[src/rtl/nand_rr_pkg.sv]
package nand_rr_pkg;

  typedef enum logic [2:0] {
    PK_RESET = 3'd0,
    PK_CMD   = 3'd1,
    PK_COL   = 3'd2,
    PK_WDATA = 3'd3,
    PK_READ  = 3'd4
  } prim_kind_e;

  localparam logic [7:0] OPC_ENTER = 8'h36;
  localparam logic [7:0] OPC_APPLY = 8'h16;
  localparam logic [7:0] OPC_UNL0  = 8'h17;
  localparam logic [7:0] OPC_UNL1  = 8'h04;
  localparam logic [7:0] OPC_UNL2  = 8'h19;
  localparam logic [7:0] GATE_REG  = 8'h38;
  localparam logic [7:0] GATE_KEY  = 8'h52;

  localparam int FETCH_STEPS = 15;

  // parameter register address by visit order
  function automatic logic [7:0] param_reg(logic [2:0] idx);
    case (idx)
      3'd0:    return 8'hCC;
      3'd1:    return 8'hBF;
      3'd2:    return 8'hAA;
      3'd3:    return 8'hAB;
      3'd4:    return 8'hCD;
      3'd5:    return 8'hAD;
      3'd6:    return 8'hAE;
      default: return 8'hAF;
    endcase
  endfunction

endpackage

[src/rtl/nand_rr_step_gen.sv]
module nand_rr_step_gen
  import nand_rr_pkg::*;
#(
  parameter int          NREGS     = 8,
  parameter int          MODE_W    = 3,
  parameter int          TBL_AW    = 6,
  parameter int          STEP_W    = 5,
  parameter logic [15:0] PAGE_MAIN = 16'h021F,
  parameter logic [15:0] LEN_MAIN  = 16'd784,
  parameter logic [15:0] PAGE_ALT  = 16'h0200,
  parameter logic [15:0] LEN_ALT   = 16'd528
) (
  input  logic              op_fetch_i,
  input  logic              alt_i,
  input  logic [MODE_W-1:0] mode_i,
  input  logic [STEP_W-1:0] step_i,
  input  logic [7:0]        tbl_data_i,
  output prim_kind_e        kind_o,
  output logic [15:0]       arg_o,
  output logic [15:0]       len_o,
  output logic [TBL_AW-1:0] tbl_addr_o,
  output logic              last_o
);

  localparam int APPLY_LAST = 2 * NREGS + 1;

  logic [STEP_W-1:0] j;
  logic [STEP_W-2:0] ridx;
  logic [7:0]        reg_addr;

  assign j          = step_i - STEP_W'(1);
  assign ridx       = j[STEP_W-1:1];
  assign reg_addr   = param_reg(ridx[2:0]);
  assign tbl_addr_o = TBL_AW'(mode_i) * TBL_AW'(NREGS) + TBL_AW'(ridx);

  always_comb begin
    kind_o = PK_CMD;
    arg_o  = '0;
    len_o  = '0;
    last_o = 1'b0;
    if (!op_fetch_i) begin
      if (step_i == '0) begin
        arg_o = {8'h00, OPC_ENTER};
      end else if (step_i == STEP_W'(APPLY_LAST)) begin
        arg_o  = {8'h00, OPC_APPLY};
        last_o = 1'b1;
      end else if (!j[0]) begin
        kind_o = PK_COL;
        arg_o  = {reg_addr, reg_addr};
      end else begin
        kind_o = PK_WDATA;
        arg_o  = {8'h00, tbl_data_i};
      end
    end else begin
      case (step_i)
        STEP_W'(0), STEP_W'(9): kind_o = PK_RESET;
        STEP_W'(1), STEP_W'(10): arg_o = {8'h00, OPC_ENTER};
        STEP_W'(2), STEP_W'(11): begin
          kind_o = PK_COL;
          arg_o  = {GATE_REG, GATE_REG};
        end
        STEP_W'(3): begin
          kind_o = PK_WDATA;
          arg_o  = {8'h00, GATE_KEY};
        end
        STEP_W'(12): kind_o = PK_WDATA;
        STEP_W'(4), STEP_W'(13): arg_o = {8'h00, OPC_APPLY};
        STEP_W'(5): arg_o = {8'h00, OPC_UNL0};
        STEP_W'(6): arg_o = {8'h00, OPC_UNL1};
        STEP_W'(7): arg_o = {8'h00, OPC_UNL2};
        STEP_W'(8): begin
          kind_o = PK_READ;
          arg_o  = alt_i ? PAGE_ALT : PAGE_MAIN;
          len_o  = alt_i ? LEN_ALT : LEN_MAIN;
        end
        default: begin
          kind_o = PK_READ;
          last_o = 1'b1;
        end
      endcase
    end
  end

endmodule

[src/rtl/nand_rr_prim_port.sv]
module nand_rr_prim_port (
  input  logic clk_i,
  input  logic rst_ni,
  input  logic launch_i,
  input  logic ready_i,
  input  logic cpl_i,
  input  logic cpl_err_i,
  output logic valid_o,
  output logic idle_o,
  output logic step_done_o,
  output logic step_err_o
);

  typedef enum logic [1:0] {P_IDLE, P_REQ, P_WAIT} port_st_e;
  port_st_e st_q, st_d;

  always_comb begin
    st_d = st_q;
    case (st_q)
      P_IDLE:  if (launch_i) st_d = P_REQ;
      P_REQ:   if (ready_i) st_d = P_WAIT;
      P_WAIT:  if (cpl_i) st_d = P_IDLE;
      default: st_d = P_IDLE;
    endcase
  end

  always_ff @(posedge clk_i or negedge rst_ni) begin
    if (!rst_ni) st_q <= P_IDLE;
    else         st_q <= st_d;
  end

  assign valid_o     = (st_q == P_REQ);
  assign idle_o      = (st_q == P_IDLE);
  assign step_done_o = (st_q == P_WAIT) && cpl_i;
  assign step_err_o  = step_done_o && cpl_err_i;

endmodule

[src/rtl/nand_rr_seq.sv]
module nand_rr_seq
  import nand_rr_pkg::*;
#(
  parameter int          NREGS     = 8,
  parameter int          NMODES    = 8,
  parameter logic [15:0] PAGE_MAIN = 16'h021F,
  parameter logic [15:0] LEN_MAIN  = 16'd784,
  parameter logic [15:0] PAGE_ALT  = 16'h0200,
  parameter logic [15:0] LEN_ALT   = 16'd528,
  localparam int MODE_W      = (NMODES > 1) ? $clog2(NMODES) : 1,
  localparam int TBL_AW      = (NREGS * NMODES > 1) ? $clog2(NREGS * NMODES) : 1,
  localparam int APPLY_STEPS = 2 * NREGS + 2,
  localparam int MAX_STEPS   = (APPLY_STEPS > FETCH_STEPS) ? APPLY_STEPS : FETCH_STEPS,
  localparam int STEP_W      = $clog2(MAX_STEPS + 1)
) (
  input  logic              clk_i,
  input  logic              rst_ni,
  input  logic              start_i,
  input  logic              op_i,
  input  logic [MODE_W-1:0] mode_i,
  input  logic              variant_i,
  output logic [TBL_AW-1:0] tbl_addr_o,
  input  logic [7:0]        tbl_data_i,
  output logic              busy_o,
  output logic              done_o,
  output logic              err_o,
  output logic              prim_valid_o,
  input  logic              prim_ready_i,
  output logic [2:0]        prim_kind_o,
  output logic [15:0]       prim_arg_o,
  output logic [15:0]       prim_len_o,
  input  logic              cpl_i,
  input  logic              cpl_err_i
);

  typedef enum logic {S_IDLE, S_RUN} seq_st_e;

  seq_st_e           st_q;
  logic              op_q, alt_q, done_q, err_q;
  logic [MODE_W-1:0] mode_q;
  logic [STEP_W-1:0] step_q;
  logic              port_idle, step_done, step_err, last_step, launch;
  prim_kind_e        kind;

  nand_rr_step_gen #(
    .NREGS(NREGS), .MODE_W(MODE_W), .TBL_AW(TBL_AW), .STEP_W(STEP_W),
    .PAGE_MAIN(PAGE_MAIN), .LEN_MAIN(LEN_MAIN),
    .PAGE_ALT(PAGE_ALT), .LEN_ALT(LEN_ALT)
  ) u_gen (
    .op_fetch_i (op_q),
    .alt_i      (alt_q),
    .mode_i     (mode_q),
    .step_i     (step_q),
    .tbl_data_i (tbl_data_i),
    .kind_o     (kind),
    .arg_o      (prim_arg_o),
    .len_o      (prim_len_o),
    .tbl_addr_o (tbl_addr_o),
    .last_o     (last_step)
  );

  assign launch = (st_q == S_RUN) && port_idle;

  nand_rr_prim_port u_port (
    .clk_i       (clk_i),
    .rst_ni      (rst_ni),
    .launch_i    (launch),
    .ready_i     (prim_ready_i),
    .cpl_i       (cpl_i),
    .cpl_err_i   (cpl_err_i),
    .valid_o     (prim_valid_o),
    .idle_o      (port_idle),
    .step_done_o (step_done),
    .step_err_o  (step_err)
  );

  always_ff @(posedge clk_i or negedge rst_ni) begin
    if (!rst_ni) begin
      st_q   <= S_IDLE;
      op_q   <= 1'b0;
      alt_q  <= 1'b0;
      mode_q <= '0;
      step_q <= '0;
      done_q <= 1'b0;
      err_q  <= 1'b0;
    end else begin
      done_q <= 1'b0;
      err_q  <= 1'b0;
      case (st_q)
        S_IDLE: if (start_i) begin
          st_q   <= S_RUN;
          op_q   <= op_i;
          alt_q  <= variant_i;
          mode_q <= mode_i;
          step_q <= '0;
        end
        S_RUN: if (step_done) begin
          if (step_err || last_step) begin
            st_q   <= S_IDLE;
            done_q <= 1'b1;
            err_q  <= step_err;
          end else begin
            step_q <= step_q + STEP_W'(1);
          end
        end
        default: st_q <= S_IDLE;
      endcase
    end
  end

  assign busy_o      = (st_q == S_RUN);
  assign done_o      = done_q;
  assign err_o       = err_q;
  assign prim_kind_o = kind;

endmodule

[config.mk]
export PLATFORM = sky130hd
export DESIGN_NAME = nand_rr_seq
export DESIGN_NICKNAME = d
export VERILOG_FILES = /design/src/rtl/nand_rr_pkg.sv /design/src/rtl/nand_rr_step_gen.sv /design/src/rtl/nand_rr_prim_port.sv /design/src/rtl/nand_rr_seq.sv
export SDC_FILE = /design/constraint.sdc
export NUM_CORES = 1
export LEC_CHECK = 0
export ABC_AREA = 1
export BUFFER_PORTS_ARGS = -buffer_cell sky130_fd_sc_hd__buf_2
export CAP_MARGIN = 15
export CORE_ASPECT_RATIO = 0.6
export CORE_MARGIN = 2
export CORE_UTILIZATION = 52
export CTS_CLUSTER_DIAMETER = 30
export DETAILED_ROUTE_END_ITERATION = 10
export PLACE_DENSITY_LB_ADDON = 0.12
export SYNTH_ARGS = -nofsm -noshare
export SYNTH_HDL_FRONTEND = slang
export SYNTH_SLANG_ARGS = --single-unit
[constraint.sdc]
create_clock -name clk_i -period 5.3 [get_ports clk_i]
set_input_delay 0.265 -clock clk_i [delete_from_list [all_inputs] [get_ports clk_i]]
set_output_delay 0.265 -clock clk_i [all_outputs]
set_load 0.005 [all_outputs]
==> results by group, run 1 <==
Run status
  • Status: completed

Clock tree
  • CTS tree: done
  • Resized Gates After CTS: 0
  • H-tree depth: 1
  • Setup Fix Bufs, Post-CTS: 0
  • Clk_lat worst skew: between 200 and 300 ps
  • Clock-pin slew on the worst setup and hold paths: approximately 60 ps
  • Sink Count: 15
  • TritonCTS Buffers: 3
  • Root Driver: clkbuf_8
  • Clock buffer depth: 2

GRT
  • GR Util All Layers: approximately 22%
  • First-pass GRT wire length: between 5000 and 6000 um
  • Total grt overflow: 0
  • Vias in the first global route: 1,183
  • Largest net degree at the start of global routing: 16
  • Initial antenna violation count: 0

Placement
  • HPWL after detailed placement: ~3000 um
  • DP Area: approximately 1700 um^2
  • DP Worst Slack: just under 3000 ps
  • Buffers on Ports: 50
  • Routability-driven placement congestion ratio: 1.00

Final layout
  • Layout cells sized above 1: 32.3%
  • Most frequent cells in the layout: 51 x nand2_1, 50 x buf_2, 19 x nor2_1
  • Nets: ~300
  • Post-route cell area: roughly 1800 um^2
  • Number of diodes: 0
  • Area grow syn2layout: 17.7%
  • Commonest non-fill, non-tap cell in the layout: nand2_1
  • Fillers: roughly 260

Power
  • Peak VDD IR: ~250 uV
  • Leak: around 1.0 nW
  • Combinational share of power: 69.8%
  • PwrDens: 531 nW/um^2
  • Internal power: between 0.4 and 0.5 mW
  • Net Sw Frac: 51.0%
  • Reg power frac: 20.6%
  • Clock Power Share: a little under a tenth
  • Psw: between 0.4 and 0.5 mW

STA
  • Worst Clk Skew: between 0.5 and 0.6 ps
  • RSZ-0062 raised after global routing: false
  • Setup TNS: 0 ps
  • F_max: approximately 0.38 GHz
  • Final critical-path required period: around 2600 ps
  • Fin. Hold Viols: 0
  • Worst setup margin: between 2000 and 3000 ps
  • Final period utilization: between 40% and 50%
  • Final Setup Violations: 0
  • Final max-slew violation count: 0

Worst setup path
  • Worst-path fanout max: 11
  • Worst EP arrival: 2360 ps
  • Slowest stage delay, CP: 480 ps
  • Crit-path leading delay family: buffers and inverters
  • Worst-path cell chain: inv_2 -> ha_1 -> inv_1 -> nor2_2 -> nand2_2 -> nand2_2 -> nor2_4 -> inv_2 -> nor2_8 -> inv_4 -> nor2_4 -> a21oi_1 -> nand2_1 -> buf_2
  • CP Data Required Time: just over 5000 ps
  • CP max-delay cell: dfrtp_1
  • CP Capture Type: primary output
  • WP buf/inv: 5
  • Critical path class: reg2out
  • R2R cell count: 12
  • Critical Path Source Type: register
  • WP depth: 14

Logic synthesis
  • Seq/Total Area, Yosys: about a quarter
  • Yosys warnings: 0
  • Ys async rst share: 100%
  • Syn Area/Cell: ~7.0 um^2
  • Synthesized cell area: about 1500 um^2
  • Cells after Synth: 217
  • Post-synth cell types: 37
  • Post-synthesis register bit count: 15
  • Ys flop type: dfrtp_1
  • Post-synth EDFFs: 0

Drt
  • Remaining antenna violation count: 0
  • Total number of vias: between 1,500 and 2,000
  • Drt drc: 0
  • Iter 0 DRT Violations: around 110
  • Drt total wl: between 3000 and 4000 um
  • DR pass1 iterations: 4
  • WL per Instance: about 12 um
  • Via-to-Cell Ratio: between 5 and 6

Floorplan
  • Die width: around 74 um
  • Ports: 64
  • Die Y: between 40 and 50 um
  • Die area: ~3400 um^2
  • Initial core utilization: a little over half
  • # rows: 15
  • Core area: 2830 um^2

Hold path
  • Min-Delay Path Depth: 2
  • HP Class: in2reg

Job
  • MaxCap Viol Count: 0
-- logic make-up after synthesis --
group | after synthesis | share of synthesized area (%)
simple gates | 115 | 38.1
buf+inv | 46 | 15.7
compound gates | 26 | 10.7
flops | 15 | 24.5
fa+ha+maj | 7 | 5.73
xor+xnor | 4 | 2.78
mux | 3 | 2.21
other cells | 1 | 0.245
-- metal layers --
metal,vias to the layer above,wire length [um],global-route usage [%],part of all wire [%]
met5,-,0,0,0
met4,0,14,2.55,0.39
met3,2,331,6.86,9.1
met2,68,1410,27.9,39
met1,707,1860,37.1,51
li1,774,-,-,-
-- power by group through the flow --
stage,clock (mW),sequential (mW),combinational (mW)
final,0.0914,0.197,0.667
after detailed placement,0,0.199,0.659
after global routing,0.0982,0.204,0.749
after CTS,0.0925,0.197,0.663
after global placement,0,0.197,0.664
after floorplan,0,0.180,0.474
-- worst reg2reg max path, cell delays in order (launching register included) --
cell,delay [ps]
dfrtp_1,500
inv_2,200
ha_1,240
inv_1,50
nor2_1,60
nand2_1,90
nand2_1,120
nor2_2,230
nand3_2,130
nand3_4,110
nand2_2,80
nand2_1,80
nand2_1,50
-- synth_stat cells, types with 3 or more instances --
library cell	count	area share (%)
buf_4	15	7.4
ha_1	7	5.7
nand3_2	4	2.6
o21ai_1	4	1.3
dfrtp_1	15	25
inv_1	17	4.2
nand2_2	4	1.6
nand3_1	18	5.9
a21oi_1	8	2.6
nor2_4	5	3.7
nor3_1	4	1.3
mux2_2	3	2.2
o21ai_0	6	2.0
o211ai_1	4	2.0
nand2_1	51	13
nor2_2	4	1.6
nor2_1	19	4.7
inv_2	8	2.0
-- sequential cells by signal, summed over array words and instances (netlist names) --
name         flops
done_o           1
op_q             1
u_port.st_q      2
err_o            1
busy_o           1
mode_q           3
step_q           5
alt_q            1
-- layout make-up --
class	instances	area, um^2	area share, %
Timing Repair Buffer	51	260	14.5
Tap cell	42	52.6	2.92
Clock buffer	4	45.0	2.50
Inverter	28	108	5.98
Sequential cell	15	375	20.9
Multi-Input combinational cell	168	958	53.3
-- stage by stage --
stage	total power, mW	util [%]	hold slack, ps	instances
after global routing	1.05	63.5	221	308
after CTS	0.952	63.5	219	308
final	0.956	63.5	219	308
after global placement	0.861	61.5	185	303
after floorplan	0.654	-	-30.6	229
after detailed placement	0.858	61.5	182	303
-- timing repair --
| item | 4_1_cts | 5_1_grt |
|---|---|---|
| endpoints found under the hold margin | 15 | 0 |
| hold buffers | 1 | 0 |
| setup endpoints to repair | 0 | 0 |
-- final timing paths --
kind	slack, ps	start	to
worst max register to register	3250	step_q[0]	step_q[2]
worst max-delay path	2680	step_q[0]	prim_arg_o[6]
max in group asynchronous	4610	rst_ni	step_q[3]
min in group asynchronous	440	rst_ni	u_port.st_q[1]
worst min-delay path	220	prim_ready_i	u_port.st_q[0]
worst min register to register	490	u_port.st_q[0]	u_port.st_q[0]
Power figures use the tool's default switching activity.
==> inputs of run 2 (changes only) <==
- ABC_AREA: 1 -> 0
- CORE_UTILIZATION: 52 -> 49
- clock period: 5.3 -> 2.55 ns (I/O delays scaled with it)
==> results by group, run 2 <==
Worst setup path
  • Crit-path leading delay family: compound AO/OA/AOI/OAI gates
  • CP Capture Type: primary output
  • Worst-path fanout max: 7 (-4)
  • WP buf/inv: 3 (-2)
  • Critical path class: reg2out
  • Worst EP arrival: 2330 ps (-30 ps)
  • Worst-path cell chain: clkinvlp_4 -> ha_1 -> buf_4 -> o221a_4 -> or2_4 -> o31ai_4 -> o21ai_0 -> buf_2
  • Slowest stage delay, CP: 430 ps (-50 ps)
  • Reg2reg start: step_q[1]
  • CP Data Required Time: 2420 ps (-2620 ps)
  • R2r setup slk: 160 ps (-3090 ps)
  • Worst r2r dst: step_q[4]
  • Critical Path Source Type: register
  • CP max-delay cell: dfrtp_2
  • R2R cell count: 8 (-4)

Power
  • PnR Total Power: 2.39 mW (+150%)
  • Leak: 0.970 nW (-7.6%)
  • PwrDens: 1220 nW/um^2 (+130%)
  • Psw: 1.17 mW (+140%)
  • Clock Power Share: 8.0% (-1.6 points)
  • Peak VDD IR: 669 uV (+160%)
  • Net Sw Frac: 49.1% (-2.0 points)
  • Combinational share of power: 73.2% (+3.4 points)
  • Internal power: 1.22 mW (+160%)
  • Reg power frac: 18.9% (-1.7 points)

Clock tree
  • H-tree depth: 1 (unchanged)
  • Clk_lat worst skew: 250 ps (about the same)
  • Clock buffer depth: 2 (unchanged)
  • TritonCTS Buffers: 3 (unchanged)
  • CTS tree: done
  • Sink Count: 15 (unchanged)
  • Root Driver: clkbuf_8
  • Clock-pin slew on the worst setup and hold paths: 50 ps (about the same)

Hold path
  • Hold Path End: mode_q[1]
  • HP Class: in2reg
  • Min-delay src: mode_i[1]
  • Min-Delay Path Depth: 3 (+1)

Logic synthesis
  • Ys async rst share: 100% (unchanged)
  • Yosys warnings: 0 (unchanged)
  • Cells after Synth: 214 (-1.4%)
  • Synth top area share: 23.7% (-0.83 points)
  • Post-synth EDFFs: 0 (unchanged)
  • Ys flop type: dfrtp_1
  • Cell taking the most area after synthesis: dfrtp_1
  • Post-synthesis register bit count: 15 (unchanged)
  • Top cells by count, synth: 29 x nand2_1, 22 x nor2_1, 15 x a21oi_1, 15 x dfrtp_1, 15 x o21ai_0
  • Synthesized cell area: 1580 um^2 (+3.5%)
  • Count leader, synth: nand2_1
  • Synth area leaders: dfrtp_1 24%, nand2_1 6.9%, buf_4 6.6%
  • Syn Area/Cell: 7.40 um^2 (+5.0%)
  • Post-synth cell types: 47 (+27%)
  • Seq/Total Area, Yosys: 23.7% (-0.83 points)

Drt
  • WL per Instance: 13.8 um (+18%)
  • Iter 0 DRT Violations: 193 (+80%)
  • Met2 Routed Length: 1730 um (+22%)
  • Total number of vias: 1,708 (+10%)
  • Via-to-Cell Ratio: 5.51 (+9.4%)
  • Met1 Routed Length: 2120 um (+14%)
  • Met3 wire len: 414 um (+25%)
  • Remaining antenna violation count: 0 (unchanged)
  • DR pass1 iterations: 5 (+1)
  • Drt total wl: 4290 um (+19%)
  • Top Layer Used: met4
  • Drt drc: 0 (unchanged)

Final layout
  • Area grow syn2layout: 24.0%
  • Number of diodes: 0 (unchanged)
  • Fillers: 273 (+5.8%)
  • Final Instance Count excl. Fillers: 310 (+0.65%)
  • Largest regs: step_q (5), mode_q (3), u_port.st_q (2)
  • Layout Utilization: 66.2% (+2.7 points)
  • Nets: 295 (+0.68%)
  • Biggest register: step_q
  • Max reg flops: 5 (unchanged)
  • Layout cells sized above 1: 32.1% (-0.24 points)
  • Commonest non-fill, non-tap cell in the layout: buf_2
  • Most frequent cells in the layout: 50 x buf_2, 28 x nand2_1, 22 x nor2_1

STA
  • Final Setup Violations: 0 (unchanged)
  • Final max-slew violation count: 0 (unchanged)
  • Final period utilization: between 90% and 100%
  • RSZ-0062 raised after global routing: true
  • F_max: approximately 0.41 GHz
  • Final critical-path required period: ~2500 ps
  • Fin. Hold Viols: 0 (unchanged)
  • Setup TNS: 0 ps (unchanged)
  • Worst Clk Skew: 5.16 ps (+4.58 ps)

Floorplan
  • Ports: 64 (unchanged)
  • Die width: 77.4 um (+4.5%)
  • Initial core utilization: 53.4% (-0.58 points)
  • Die area: 3720 um^2 (+9.1%)
  • Die Y: 48.0 um (+4.4%)
  • # rows: 15 (unchanged)
  • Core area: 2970 um^2 (+4.6%)

GRT
  • Vias in the first global route: 1,339 (+13%)
  • Total grt overflow: 0 (unchanged)
  • Largest net degree at the start of global routing: 17 (+1)
  • GR Util All Layers: 23.6% (+1.1 points)
  • Initial antenna violation count: 0 (unchanged)
  • First-pass GRT wire length: 6660 um (+18%)

Run status
  • Status: completed

Job
  • MaxCap Viol Count: 0 (unchanged)

Placement
  • Placed cells: 301 (-0.66%)
  • HPWL after detailed placement: 3270 um (+8.6%)
  • Buffers on Ports: 50 (unchanged)
  • Routability-driven placement congestion ratio: 0.960 (-4.2%)
==> run 2: worst max path at each step <==
stage	start	slack, ps	depth (start not counted)	endpoint
after floorplan	step_q[0]	240	9	busy_o
after global placement	step_q[1]	200	9	step_q[4]
after detailed placement	step_q[1]	160	8	step_q[4]
after CTS	step_q[1]	20	8	prim_arg_o[2]
after global routing	step_q[0]	-40	8	prim_arg_o[4]
final	step_q[0]	90	8	prim_arg_o[2]
==> run 2: area by class of cell <==
class	count	area [um^2]	share of cell area (%)
clock buffer	4	45.0	2.30
inverter	9	37.5	1.91
multi-input combinational	174	1080	54.8
sequential	15	378	19.3
tap	42	52.6	2.68
timing repair buffer	66	373	19.0
==> run 2: power groups by stage <==
stage / clock, mW / sequential, mW / combinational (mW)
final: 0.191 / 0.452 / 1.75
after global routing: 0.211 / 0.467 / 1.95
after CTS: 0.193 / 0.446 / 1.62
after detailed placement: 0 / 0.446 / 1.60
after global placement: 0 / 0.443 / 1.61
after floorplan: 0 / 0.376 / 1.12
==> run 2: per-stage QoR <==
stage	setup WS, ps	hold WS [ps]	instance area [um^2]
3_3_place_gp	199	44.6	1840
5_1_grt	-43.5	79.9	1960
3_5_place_dp	155	45.0	1840
2_1_floorplan	242	-168	1630
4_1_cts	20.6	65.0	1900
6_report	89.4	68.1	1960
==> run 2: repair_timing <==
action | 4_1_cts | 5_1_grt
hold buffers | 1 | 0
setup endpoints to repair | 3 | 17
gates resized for setup | 2 | 10
setup buffers | 0 | 4
pin swaps | 0 | 0
endpoints found under the hold margin | 15 | 0
==> run 2: logic make-up (layout without fill, tap and decap cells) <==
group,count (synthesis),after routing,synth area share (%)
compound gates,64,64,27.9
other cells,1,13,0.237
buf+inv,37,79,13.4
fa+ha+maj,7,7,5.53
xor+xnor,4,4,2.21
simple gates,83,83,25.1
mux,3,3,1.98
flops,15,15,23.7
==> run 2: layer usage <==
| layer | up-vias | GRT usage [%] |
|---|---|---|
| li1 | 832 | - |
| met1 | 776 | 36.5 |
| met2 | 94 | 32.0 |
| met3 | 6 | 6.98 |
| met4 | 0 | 3.57 |
| met5 | - | 0 |
==> run 2: worst min-delay path, cell delays in order <==
cell and delay (ps):
buf_2 70, nand2_1 40, nand2_1 40
==> inputs of run 3 (changes only) <==
- ABC_AREA: 0 -> 1
- CORE_UTILIZATION: 49 -> 48
==> results by group, run 3 (synthesized netlist as in run 1, its figures left out) <==
STA
  • Fin. Hold Viols: 0 (unchanged)
  • Final max-slew violation count: 0 (unchanged)
  • Worst Clk Skew: 1.71 ps (-3.45 ps)
  • F_max: 0.420 GHz (+3.3%)
  • Setup TNS: 0 ps (unchanged)
  • Slew headroom: roughly two thirds
  • Final critical-path required period: 2380 ps (-79.1 ps)
  • RSZ-0062 raised after global routing: false
  • Actual slew at the worst max-slew pin: between 500 and 600 ps
  • Final Setup Violations: 0 (unchanged)
  • Final period utilization: 93.4% (-3.1 points)

Final layout
  • Number of diodes: 0 (unchanged)
  • Nets: 293 (-0.68%)
  • Most frequent cells in the layout: 51 x nand2_1, 50 x buf_2, 19 x nor2_1
  • Biggest register: step_q
  • Largest regs: step_q (5), mode_q (3), u_port.st_q (2)
  • Layout cells sized above 1: 32.7% (+0.62 points)
  • Area grow syn2layout: 17.8%
  • Commonest non-fill, non-tap cell in the layout: nand2_1
  • Max reg flops: 5 (unchanged)

Hold path
  • HP Class: in2reg
  • Hold Path End: u_port.st_q[0]
  • Min-Delay Path Depth: 2 (-1)
  • Min-delay src: prim_ready_i

Drt
  • Drt total wl: 3970 um (-7.5%)
  • Total number of vias: 1,549 (-9.3%)
  • Iter 0 DRT Violations: 98 (-49%)
  • Remaining antenna violation count: 0 (unchanged)
  • Via-to-Cell Ratio: 5.03 (-8.7%)
  • Drt drc: 0 (unchanged)
  • WL per Instance: 12.9 um (-6.9%)
  • DR pass1 iterations: 4 (-1)

Clock tree
  • H-tree depth: 1 (unchanged)
  • Root Driver: clkbuf_8
  • TritonCTS Buffers: 3 (unchanged)
  • Clock buffer depth: 2 (unchanged)
  • Clk_lat worst skew: 240 ps (about the same)
  • Sink Count: 15 (unchanged)
  • CTS tree: done
  • Clock-pin slew on the worst setup and hold paths: 60 ps (about the same)

Floorplan
  • Core area: 2950 um^2 (-0.63%)
  • Die Y: 47.7 um (-0.65%)
  • # rows: 15 (unchanged)
  • Die width: 76.9 um (-0.66%)
  • Ports: 64 (unchanged)
  • Die area: 3670 um^2 (-1.3%)
  • Initial core utilization: 51.9% (-1.5 points)

Placement
  • Buffers on Ports: 50 (unchanged)
  • HPWL after detailed placement: 3220 um (-1.4%)
  • Routability-driven placement congestion ratio: 0.909 (-5.3%)

GRT
  • Total grt overflow: 0 (unchanged)
  • First-pass GRT wire length: 6120 um (-8.1%)
  • GR Util All Layers: 21.7% (-1.8 points)
  • Vias in the first global route: 1,229 (-8.2%)
  • Largest net degree at the start of global routing: 16 (-1)
  • Initial antenna violation count: 0 (unchanged)

Power
  • Leak: 1.05 nW (+8.1%)
  • Peak VDD IR: 495 uV (-26%)
  • PwrDens: 1110 nW/um^2 (-8.8%)
  • PnR Total Power: 2.00 mW (-16%)

Worst setup path
  • Critical path class: reg2out
  • CP Capture Type: primary output
  • CP Data Required Time: 2420 ps (about the same)
  • Worst r2r dst: step_q[2]
  • Worst-path fanout max: 11 (+4)
  • Critical Path Source Type: register
  • R2R cell count: 12 (+4)
  • Worst EP arrival: 2250 ps (-80 ps)
  • Reg2reg start: step_q[0]
  • R2r setup slk: 580 ps (+420 ps)

Run status
  • Status: completed

Job
  • MaxCap Viol Count: 0 (unchanged)
## run 3: cell count changes in the layout (fill, tap and decap cells not counted), moves of 5 or more
cell / change
o21ai_0: -8
a211oi_1: -6
o31ai_1: -5
nand2b_1: -7
nor2b_1: -7
inv_2: +8
nor2_4: +5
inv_1: +9
nand2_1: +23
a21oi_1: -6
buf_4: -15
nand3_1: +16
## run 3: worst max-delay path, stage by stage, from the launching register on
cell	delay, ps
dfrtp_2	470
inv_2	240
ha_1	190
inv_1	50
nor2_2	190
nand2_2	110
nand2_2	110
nor2_4	60
inv_2	120
nor2_8	60
inv_4	90
nor2_4	40
a21oi_1	110
nand2_1	50
buf_2	120
## run 3: what timing repair did
action	4_1_cts	5_1_grt
hold buffers	1	0
hold endpoints to repair	15	0
buffers inserted	0	0
setup endpoints to repair	0	5
gates resized for setup	0	1
## run 3: final cells by class
class / count / area [um^2]
Clock buffer: 4 / 45.0
Fill cell: 294 / 1150
Inverter: 28 / 108
Multi-Input combinational cell: 168 / 958
Sequential cell: 15 / 377
Tap cell: 42 / 52.6
Timing Repair Buffer: 51 / 260
## run 3: worst max path at each step
stage                          from             to  cells after the start
after global routing      step_q[0]  prim_arg_o[6]                     14
after CTS                 step_q[0]  prim_arg_o[1]                     11
after global placement    step_q[0]  prim_arg_o[1]                     11
after detailed placement  step_q[0]  prim_arg_o[1]                     11
after floorplan           step_q[0]  prim_arg_o[6]                     13
final                     step_q[0]  prim_arg_o[6]                     14
## run 3: per-stage QoR
stage	utilization [%]	instance area (um^2)	hold slack, ps	setup WS (ps)	instances
finish	61.1	1800	78.9	169	308
global route	61.1	1800	82.5	0.947	308
CTS	61.1	1800	71.5	143	308
detailed placement	59.2	1740	45.8	420	303
global placement	59.2	1740	45.3	450	303
floorplan	-	1570	-168	762	229
## run 3: power by group
part | switching [mW] | internal (mW)
logic | 0.846 | 0.550
registers | 0.102 | 0.316
clock network | 0.0776 | 0.111
## run 3: layer usage
layer	wire, um	track usage (%)	share of wire (%)
met5	0	0	0
met3	378	6.04	9.5
met1	2130	36.5	54
met4	0	2.18	0
met2	1460	26.3	37
